[src/rtl/wdt_pkg.sv]
package wdt_pkg;
  localparam int unsigned DATA_W  = 8;
  localparam int unsigned NUM_SRC = 8;
  localparam logic [7:0]  KEY_CSR = 8'hA5;
  localparam logic [7:0]  KEY_CNT = 8'h5A;

  typedef enum logic {
    ADDR_CSR = 1'b0,
    ADDR_CNT = 1'b1
  } wdt_addr_e;
endpackage

[src/rtl/wdt_tick_sel.sv]
module wdt_tick_sel #(
  parameter int unsigned NUM_SRC = 8,
  parameter int unsigned SEL_W   = $clog2(NUM_SRC)
) (
  input  logic [NUM_SRC-1:0] tick_i,
  input  logic [SEL_W-1:0]   sel_i,
  input  logic               en_i,
  output logic               inc_o
);
  logic [NUM_SRC-1:0] hit;

  for (genvar g = 0; g < NUM_SRC; g++) begin : g_src
    assign hit[g] = tick_i[g] & (sel_i == SEL_W'(g));
  end

  assign inc_o = en_i & (|hit);
endmodule

[src/rtl/wdt_counter.sv]
module wdt_counter #(
  parameter int unsigned CNT_W = 8
) (
  input  logic             clk,
  input  logic             rst_n,
  input  logic             inc_i,
  input  logic             wr_i,
  input  logic [CNT_W-1:0] wdata_i,
  output logic [CNT_W-1:0] cnt_o,
  output logic             ovf_o
);
  localparam logic [CNT_W-1:0] CNT_MAX = '1;

  logic [CNT_W-1:0] cnt_q;

  // a load wins over a step, so a loading cycle never wraps
  assign ovf_o = inc_i & ~wr_i & (cnt_q == CNT_MAX);
  assign cnt_o = cnt_q;

  always_ff @(posedge clk or negedge rst_n) begin
    if (!rst_n)     cnt_q <= '0;
    else if (wr_i)  cnt_q <= wdata_i;
    else if (inc_i) cnt_q <= cnt_q + 1'b1;
  end

  AST_CNT_HOLD: assert property (@(posedge clk) disable iff (!rst_n)
    (!inc_i && !wr_i) |=> $stable(cnt_q));
  AST_CNT_STEP: assert property (@(posedge clk) disable iff (!rst_n)
    (inc_i && !wr_i) |=> (cnt_q == CNT_W'($past(cnt_q) + 1'b1)));
  AST_CNT_LOAD: assert property (@(posedge clk) disable iff (!rst_n)
    wr_i |=> (cnt_q == $past(wdata_i)));
endmodule

[src/rtl/wdt_csr.sv]
module wdt_csr #(
  parameter int unsigned SEL_W = 3
) (
  input  logic             clk,
  input  logic             rst_n,
  input  logic             standby_i,
  input  logic             rd_i,
  input  logic             wr_i,
  input  logic             clr_req_i,
  input  logic             mode_i,
  input  logic             tme_i,
  input  logic [SEL_W-1:0] cks_i,
  input  logic             ovf_evt_i,
  output logic             flag_o,
  output logic             mode_o,
  output logic             tme_o,
  output logic [SEL_W-1:0] cks_o,
  output logic             irq_o,
  output logic             rst_req_o
);
  logic             flag_q, mode_q, tme_q, armed_q, rst_req_q;
  logic [SEL_W-1:0] cks_q;
  logic             wr_ok, clr_try;

  assign wr_ok   = wr_i & ~standby_i;
  assign clr_try = wr_ok & clr_req_i;

  always_ff @(posedge clk or negedge rst_n) begin
    if (!rst_n) begin
      flag_q  <= 1'b0;
      mode_q  <= 1'b0;
      tme_q   <= 1'b0;
      armed_q <= 1'b0;
      cks_q   <= '0;
    end else if (standby_i) begin
      flag_q  <= 1'b0;
      mode_q  <= 1'b0;
      tme_q   <= 1'b0;
      armed_q <= 1'b0;
    end else begin
      if (wr_ok) begin
        mode_q <= mode_i;
        tme_q  <= tme_i;
        cks_q  <= cks_i;
      end
      if (ovf_evt_i)                flag_q <= 1'b1;
      else if (clr_try && armed_q)  flag_q <= 1'b0;
      if (clr_try)                  armed_q <= 1'b0;
      else if (rd_i && flag_q)      armed_q <= 1'b1;
    end
  end

  always_ff @(posedge clk or negedge rst_n) begin
    if (!rst_n) rst_req_q <= 1'b0;
    else        rst_req_q <= ovf_evt_i & mode_q & ~standby_i;
  end

  assign flag_o    = flag_q;
  assign mode_o    = mode_q;
  assign tme_o     = tme_q;
  assign cks_o     = cks_q;
  assign irq_o     = flag_q & ~mode_q;
  assign rst_req_o = rst_req_q;

  AST_FLAG_SET: assert property (@(posedge clk) disable iff (!rst_n)
    (ovf_evt_i && !standby_i) |=> flag_q);
  AST_FLAG_STICKY: assert property (@(posedge clk) disable iff (!rst_n)
    (flag_q && !armed_q && !standby_i) |=> flag_q);
  AST_STBY_CLEAR: assert property (@(posedge clk) disable iff (!rst_n)
    standby_i |=> (!flag_q && !mode_q && !tme_q));
  AST_STBY_KEEP: assert property (@(posedge clk) disable iff (!rst_n)
    standby_i |=> $stable(cks_q));
  AST_RST_PULSE: assert property (@(posedge clk) disable iff (!rst_n)
    rst_req_q |=> !rst_req_q);
endmodule

[src/rtl/wdt_timer.sv]
module wdt_timer
  import wdt_pkg::*;
#(
  parameter int unsigned CNT_W    = DATA_W,
  parameter int unsigned SRC_N    = NUM_SRC
) (
  input  logic              clk,
  input  logic              rst_n,
  input  logic              standby_i,
  input  logic [SRC_N-1:0]  tick_i,
  input  logic              bus_sel_i,
  input  logic              bus_wr_i,
  input  logic              bus_addr_i,
  input  logic [15:0]       bus_wdata_i,
  output logic [7:0]        bus_rdata_o,
  output logic              ovf_o,
  output logic              irq_o,
  output logic              rst_req_o
);
  localparam int unsigned SEL_W = $clog2(SRC_N);

  logic             rd_csr, wr_csr, wr_cnt, key_csr_ok, key_cnt_ok;
  logic             inc, ovf_evt, flag, mode, tme;
  logic [SEL_W-1:0] cks;
  logic [CNT_W-1:0] cnt;

  assign key_csr_ok = (bus_wdata_i[15:8] == KEY_CSR);
  assign key_cnt_ok = (bus_wdata_i[15:8] == KEY_CNT);
  assign rd_csr = bus_sel_i & ~bus_wr_i & (bus_addr_i == ADDR_CSR);
  assign wr_csr = bus_sel_i &  bus_wr_i & (bus_addr_i == ADDR_CSR) & key_csr_ok;
  assign wr_cnt = bus_sel_i &  bus_wr_i & (bus_addr_i == ADDR_CNT) & key_cnt_ok;

  wdt_tick_sel #(.NUM_SRC(SRC_N), .SEL_W(SEL_W)) u_sel (
    .tick_i (tick_i),
    .sel_i  (cks),
    .en_i   (tme),
    .inc_o  (inc)
  );

  wdt_counter #(.CNT_W(CNT_W)) u_cnt (
    .clk     (clk),
    .rst_n   (rst_n),
    .inc_i   (inc),
    .wr_i    (wr_cnt),
    .wdata_i (bus_wdata_i[CNT_W-1:0]),
    .cnt_o   (cnt),
    .ovf_o   (ovf_evt)
  );

  wdt_csr #(.SEL_W(SEL_W)) u_csr (
    .clk       (clk),
    .rst_n     (rst_n),
    .standby_i (standby_i),
    .rd_i      (rd_csr),
    .wr_i      (wr_csr),
    .clr_req_i (~bus_wdata_i[7]),
    .mode_i    (bus_wdata_i[6]),
    .tme_i     (bus_wdata_i[5]),
    .cks_i     (bus_wdata_i[SEL_W-1:0]),
    .ovf_evt_i (ovf_evt),
    .flag_o    (flag),
    .mode_o    (mode),
    .tme_o     (tme),
    .cks_o     (cks),
    .irq_o     (irq_o),
    .rst_req_o (rst_req_o)
  );

  always_comb begin
    if (bus_addr_i == ADDR_CNT) bus_rdata_o = 8'(cnt);
    else                        bus_rdata_o = {flag, mode, tme, 2'b11, cks};
  end

  assign ovf_o = flag;

  AST_KEY_GUARD: assert property (@(posedge clk) disable iff (!rst_n)
    (bus_sel_i && bus_wr_i && !bus_addr_i && !key_csr_ok && !standby_i)
    |=> ($stable(mode) && $stable(tme) && $stable(cks)));
  AST_WDOG_NO_IRQ: assert property (@(posedge clk) disable iff (!rst_n)
    rst_req_o |-> !irq_o);
endmodule

[config.mk]
export PLATFORM = sky130hd
export DESIGN_NAME = wdt_timer
export DESIGN_NICKNAME = d
export VERILOG_FILES = /design/src/rtl/wdt_pkg.sv /design/src/rtl/wdt_tick_sel.sv /design/src/rtl/wdt_counter.sv /design/src/rtl/wdt_csr.sv /design/src/rtl/wdt_timer.sv
export SDC_FILE = /design/constraint.sdc
export NUM_CORES = 1
export LEC_CHECK = 0
export BUFFER_PORTS_ARGS = -buffer_cell sky130_fd_sc_hd__buf_2
export CORE_UTILIZATION = 30
export CTS_CLUSTER_DIAMETER = 60
export DETAILED_ROUTE_END_ITERATION = 8
export GPL_TIMING_DRIVEN = 0
export HOLD_SLACK_MARGIN = 0.02
export PLACE_DENSITY = 0.59
export SYNTH_ARGS = -nofsm -noshare
export SYNTH_HDL_FRONTEND = slang
export SYNTH_SLANG_ARGS = --single-unit
[constraint.sdc]
create_clock -name clk -period 3.2 [get_ports clk]
set_clock_uncertainty 0.1 [all_clocks]
set_input_delay 0.64 -clock clk [delete_from_list [all_inputs] [get_ports clk]]
set_output_delay 0.64 -clock clk [all_outputs]
set_load 0.01 [all_outputs]
After elaboration in Yosys (flattened, before gate mapping):

Cells that the tools add are included.

* bits in registers: 16
* input port bits: 30
* logic and storage cells: 69
* output and inout port bits: 11

* bitwise gates (word level): 29
* muxes and demuxes: 13
* reductions and logical operators: 9
* eq/ne operators: 10
* add/subtract/negate cells: 1

Operators with widths (count)
* 8-bit 2-to-1 mux: 3
* 1-bit AND: 23
* 8-bit equality test (second input constant): 2
* 3-bit equality test (second input constant): 4
* 1-bit 2-to-1 mux: 10
* 8-bit by 1-bit adder with 8-bit output (second input constant): 1
* 8-bit by 7-bit equality test with 1-bit output (second input constant): 1
* 8-bit OR reduction: 1
* 3-bit by 2-bit equality test with 1-bit output (second input constant): 2
* 1-bit NOT: 6
* 3-bit nonzero test: 2
* 2-bit nonzero test: 2
* 3-bit by 1-bit equality test with 1-bit output (second input constant): 1
* 3-bit logical NOT: 1
* 1-bit logical AND: 2
* 2-bit AND reduction: 1

Depth between registers and ports, before layout:

Gate-level depths: netlist of the first run.

* word-level depth: 9
* mapped depth: 5

Hierarchy:

A second synthesis of the first run with hierarchy kept.

* cell total of the unflattened synthesis: 101
* area total of the unflattened synthesis: 1058.5 um^2

By module, submodules not included
* wdt_counter: sequential area each 200.2 um^2, area each 465.4 um^2, times used 1, cells an instance 51
* wdt_csr: sequential area each 200.2 um^2, area each 320.3 um^2, times used 1, cells an instance 24
* wdt_timer: sequential area each 0.0 um^2, area each 201.4 um^2, times used 1, cells an instance 19
* wdt_tick_sel: sequential area each 0.0 um^2, area each 71.3 um^2, times used 1, cells an instance 7

Worst setup path before layout of the first run:

No wires, ideal clock.

* kind: input port to output port
* start point: in bus_addr_i
* end point: out bus_rdata_o[0]
* stages on the path: 2
* data required time: 2.460 ns
* arrival time: 1.316 ns
* path slack: 1.144 ns
* path through: clkbuf_1 > mux2_2

* cells in the longest elaborated chain, start to end: 1

Ends and longest elaborated chain
* start, declared: RTL line wdt_timer.sv:13 `input logic bus_addr_i,`
* 8-bit 2-to-1 mux: RTL line wdt_timer.sv:70 `if (bus_addr_i == ADDR_CNT) bus_rdata_o = 8'(cnt);`
* end, declared: RTL line wdt_timer.sv:15 `output logic [7:0] bus_rdata_o,`

Every way passes these cells.

Final worst setup path of the first run:

* start point: in bus_addr_i
* end point: out bus_rdata_o[2]

Same word-level chain as after synthesis.

==> reports/results.txt, run 1 <==
Minimum clock period: 2.43 ns
Critical path arrival: 1.69 ns
DRT Pass-1 Iters: 4
Post-Synthesis Cells: 109
Final setup viols: 0
Non-filler cells, final: 198
Pwr dens: 291 nW/um^2
Nets@finish: 184
Sink Count: 16
Period utilization: 0.760
Commonest non-fill, non-tap cells in the layout: buf_2 (40), dfrtp_1 (16), nor2_1 (13)
Initial antenna violation count: 0
Die width: 61.4 microns
Total negative slack: 0 ns
Crit path max fanout: 10
DR vias: 1,028
Status: complete, no violations
Final wirelength: 2.65 mm
Rel. slew slack: 0.647
Synth warn: 0
CORE AREA: 3360 sq um
Worst-Skew Late Latency: 0.29 ns
FILL cells: 375
Hold Violations, Final: 0
Gate power share: 0.122
First DRT Iteration DRCs: 7
TritonCTS clock tree: yes
Int Power: 0.000299 W
Hold crit path type: primary input to async pin
Gpl congestion: 0.789
Post-CTS Hold Fix Bufs: 0
Main area contributors after synthesis: dfrtp_1 (38%), mux2_2 (6.4%), nor2_1 (4.6%), mux2_1 (4.3%), o31ai_1 (4.3%)
First-pass GRT wire length: 3.97 mm
Routed Antenna Nets: 0
Total global routing overflow: 0
Yosys reg bits: 16
Sw frac: 0.236
Seq pwr share: 0.535
Setup CP Type: primary input to output pin
Placed Area: 1310 sq um
Area delta synth->final: 27.3%
Total power: 0.000391 W
I/O pin count: 41
Worst Setup SP: bus_addr_i
Post-synth net total: 140
Placed cell count: 194
TritonCTS buffer count: 3
Maximum vdd ir drop: 0.161 mV
DRC: 0
Largest net degree at the start of global routing: 17
Ant diodes: 0
Most common cell after layout, fill and taps aside: buf_2
Slew @ Worst Pin: 0.529 ns
Drt via density: 5.19
Switch Pwr: 0.0000925 W
CTS H-tree depth: 1
Initial Util: 0.315
Setup crit end kind: output pin
# port buffers: 39
Max-slew violations: 0
Max cap viols: 0
Post-DR wirelength/cell: 13.4 microns
Clock Tree Buf Depth: 2
Fraction of layout cells with a size suffix above 1: 0.368
Post-cts gate resize count: 0
Leak Pwr: 0.631 nW
Die outline height: 61.4 microns
Distinct cells, synth: 37
Design area: 1350 sq um
DP HPWL: 2.06 mm
Worst hold slack: 0.149 ns
Clock slew at reported path FFs: 0.10 ns
Overall Global Routing Usage: 0.145
Post-synthesis sequential area ratio: 0.378
Reg-to-reg startpoint: u_csr.cks_o[2]
CTS root buf: clkbuf_4
Row count: 21
CP Data Required Time: 2.46 ns
Syn avg cell area: 9.71 sq um
Post-Syn Area: 1060 sq um
Max Fclk: 0.411 GHz
Post-CTS Setup Inserts: 0
Vias in the first global route: 938
Leading area contributor after synthesis: dfrtp_1
Clock network power share: 0.344
RSZ-0062 raised after global routing: no
Die area: 3770 sq um
Post-synth top area share: 0.378
Crit start category: primary input
-- power groups by stage --
stage | combinational (W) | sequential (W) | clock [W]
after global placement | 0.0000468 | 0.000213 | 0
after CTS | 0.0000489 | 0.000209 | 0.000141
after global routing | 0.0000525 | 0.000210 | 0.000150
after detailed placement | 0.0000486 | 0.000213 | 0
after floorplan | 0.0000198 | 0.000212 | 0
final | 0.0000477 | 0.000209 | 0.000134
-- cells by family after synthesis --
logic type               synth area share
adder cells (fa/ha/maj)            0.0118
AO/OA/AOI/OAI                       0.155
flip-flops                          0.378
multiplexers                        0.147
buffers and inverters              0.0414
AND/OR/NAND/NOR                     0.267
-- cell usage after synthesis, drive strengths merged --
cell type	number
nor2b	1
nor3	3
or2	1
or2b	1
a31oi	7
dfrtp	16
inv	4
clkbuf	3
and2	3
nand4	3
nor4bb	3
ha	1
mux4	1
mux2	10
nor2	13
nand2b	2
nand4bb	1
o22ai	1
nor3b	2
o31a	1
or4	6
a21oi	2
o41ai	1
nand2	3
and3b	1
or3	1
and3	1
o31ai	7
nand3	3
o21ai	3
mux2i	2
buf	2
-- metal layers --
metal  routed length, microns  up-vias  track usage  share of wire
met5                        0        -            0              0
met4                       24        0       0.0508         0.0091
met3                      141        4       0.0462          0.053
li1                         -      504            -              -
met1                     1190      486        0.171           0.45
met2                     1290       34        0.250           0.49
-- final timing paths --
path | to | slack [ns] | cells after the start
min in group clk | u_csr.armed_q | 0.47 | 2
max in group asynchronous | u_csr.cks_o[1] | 2.58 | 1
setup reg to reg | u_cnt.cnt_o[0] | 1.18 | 5
hold reg to reg | u_csr.armed_q | 0.47 | 2
setup / recovery | bus_rdata_o[2] | 0.77 | 4
hold / removal | u_csr.flag_o | 0.15 | 1
-- cell type report --
type | instances | area, sq um | share of cell area
plain buffers | 5 | 28.8 | 0.0214
repair buffers | 39 | 195 | 0.145
inverters | 4 | 15.0 | 0.0111
well taps | 46 | 57.6 | 0.0427
clock buffers | 4 | 36.3 | 0.0269
multi-input cells | 84 | 614 | 0.456
flip-flops and latches | 16 | 400 | 0.297
-- state kept, by name (all words and copies together) (netlist names) --
signal,cells
u_cnt.cnt_o,8
u_csr.rst_req_o,1
u_csr.flag_o,1
u_csr.tme_o,1
u_csr.cks_o,3
u_csr.armed_q,1
u_csr.mode_o,1
-- worst max-delay path, cell delays in order --
cell and delay (ns):
buf_2 0.10, clkbuf_1 0.42, mux2_2 0.40, buf_2 0.14
-- metrics by stage --
stage | util | worst slack (ns)
4_1_cts | 0.401 | 0.748
3_3_place_gp | 0.390 | 0.772
5_1_grt | 0.401 | 0.701
3_5_place_dp | 0.390 | 0.756
6_report | 0.401 | 0.770
2_1_floorplan | - | 1.14
Note: power is estimated with default switching activity, not from simulation.
==> inputs of run 2 (changes only) <==
--- a/config.mk
+++ b/config.mk
@@ -11,7 +11,7 @@
 export DETAILED_ROUTE_END_ITERATION = 8
 export GPL_TIMING_DRIVEN = 0
 export HOLD_SLACK_MARGIN = 0.02
-export PLACE_DENSITY = 0.59
+export PLACE_DENSITY = 0.61
 export SYNTH_ARGS = -nofsm -noshare
 export SYNTH_HDL_FRONTEND = slang
 export SYNTH_SLANG_ARGS = --single-unit
==> constraint.sdc (replaced) <==
create_clock -name clk -period 2.17 [get_ports clk]
set_clock_uncertainty 0.1 [all_clocks]
set_input_delay 0.434 -clock clk [delete_from_list [all_inputs] [get_ports clk]]
set_output_delay 0.434 -clock clk [all_outputs]
set_load 0.01 [all_outputs]
==> run 2 against run 1 <==
Cell count grew 0.51%. Via count grew 0.88%. Power grew 49%. Die area is the same. Utilization grew 0.56 points. Non-clock buffer count grew 1. Wire length grew 3.2%. First-iteration DRC count grew to 3.1 times the previous value. Global-route usage grew 1.5 points.
==> reports/results.txt, run 2 (synthesized netlist as in run 1, its figures left out) <==
Die area: 3770 sq um
R2R setup slack: 0.23 ns
Design area: 1370 sq um
# port buffers: 39
Area delta synth->final: 29.1%
CORE AREA: 3360 sq um
Total global routing overflow: 0
CP Data Required Time: 1.64 ns
Nets@finish: 185
Reg-to-reg startpoint: u_csr.cks_o[0]
Fraction of layout cells with a size suffix above 1: 0.366
Most common cell after layout, fill and taps aside: buf_2
Die width: 61.4 microns
Hold EP: u_csr.cks_o[1]
RR Endpoint: u_cnt.cnt_o[0]
Row count: 21
CTS root buf: clkbuf_4
First-pass GRT wire length: 4.40 mm
Max-slew violations: 0
First DRT Iteration DRCs: 22
Clock Tree Buf Depth: 2
DP HPWL: 2.11 mm
DRT Pass-1 Iters: 4
Gpl congestion: 0.799
Critical hold path startpoint: bus_wdata_i[1]
TritonCTS buffer count: 3
Vias in the first global route: 1,007
Hold Violations, Final: 0
TritonCTS clock tree: yes
Worst-Skew Late Latency: 0.29 ns
Placed Area: 1310 sq um
Largest register FFs: 8
I/O pin count: 41
Non-filler cells, final: 199
R2r worst-path depth: 5
Drt via density: 5.21
Clock slew at reported path FFs: 0.09 ns
Post-DR wirelength/cell: 13.7 microns
Die outline height: 61.4 microns
Final wirelength: 2.73 mm
Maximum vdd ir drop: 0.332 mV
Leak Pwr: 0.636 nW
RSZ-0062 raised after global routing: no
Sink Count: 16
Overall Global Routing Usage: 0.160
Status: complete, no violations
Worst hold slack: 0.273 ns
Setup CP Type: primary input to output pin
Crit path max fanout: 10
Rel. slew slack: 0.656
Max Fclk: 0.497 GHz
Period utilization: 0.927
DR vias: 1,037
Total negative slack: 0 ns
FILL cells: 377
Routed Antenna Nets: 0
Final setup viols: 0
Crit start category: primary input
Slew @ Worst Pin: 0.515 ns
Placed cell count: 194
Hold path cells: 2
Critical path arrival: 1.48 ns
Commonest non-fill, non-tap cells in the layout: buf_2 (40), dfrtp_1 (16), nor2_1 (13)
Setup crit end kind: output pin
Max cap viols: 0
Minimum clock period: 2.01 ns
Largest net degree at the start of global routing: 17
Fin util: 0.406
Pwr dens: 426 nW/um^2
Hold crit path type: primary input to flop
Ant diodes: 0
DRC: 0
Initial antenna violation count: 0
Initial Util: 0.315
CTS H-tree depth: 1
Post-CTS Setup Inserts: 0
## run 2: cell type report
type,count,area (sq um),share of cell area
timing repair buffer,40,205,0.150
tap,46,57.6,0.0421
buffer,5,28.8,0.0211
clock buffer,4,36.3,0.0266
inverter,4,15.0,0.0110
multi-input combinational,84,623,0.456
sequential,16,400,0.293
## run 2: layer usage
metal  track usage  share of wire
met3        0.0441          0.066
met1         0.192           0.43
met5             0              0
met4        0.0286         0.0044
met2         0.290           0.50
## run 2: repair_timing
action / 4_1_cts / 5_1_grt
gates resized for setup: 0 / 1
hold buffers: 1 / 0
endpoints found under the setup margin: 0 / 2
hold endpoints to repair: 16 / 0
## run 2: power breakdown
group	switching, W	total (W)	internal (W)
clock	0.0000981	0.000200	0.000102
sequential	0.00000637	0.000309	0.000303
combinational	0.0000353	0.0000727	0.0000373
total	0.000140	0.000582	0.000442
## run 2: worst max path at each step
| stage | slack (ns) | cells past startpoint | start | end |
|---|---|---|---|---|
| after floorplan | 0.46 | 4 | bus_wdata_i[11] | u_csr.cks_o[0] |
| after global placement | 0.13 | 4 | bus_addr_i | bus_rdata_o[2] |
| after detailed placement | 0.07 | 5 | bus_wdata_i[11] | u_csr.cks_o[1] |
| after CTS | 0.12 | 5 | u_csr.cks_o[2] | u_cnt.cnt_o[0] |
| after global routing | 0.08 | 4 | bus_addr_i | bus_rdata_o[5] |
| final | 0.16 | 4 | bus_addr_i | bus_rdata_o[2] |
## run 2: through the flow
step	worst slack [ns]	power (W)
2_1_floorplan	0.459	0.000342
3_3_place_gp	0.131	0.000383
3_5_place_dp	0.0699	0.000386
4_1_cts	0.125	0.000588
5_1_grt	0.0764	0.000615
6_report	0.157	0.000582
## run 2: worst max-delay path, cell delays in order
cell	delay [ns]
buf_2	0.10
clkbuf_1	0.41
mux2_2	0.39
buf_2	0.14
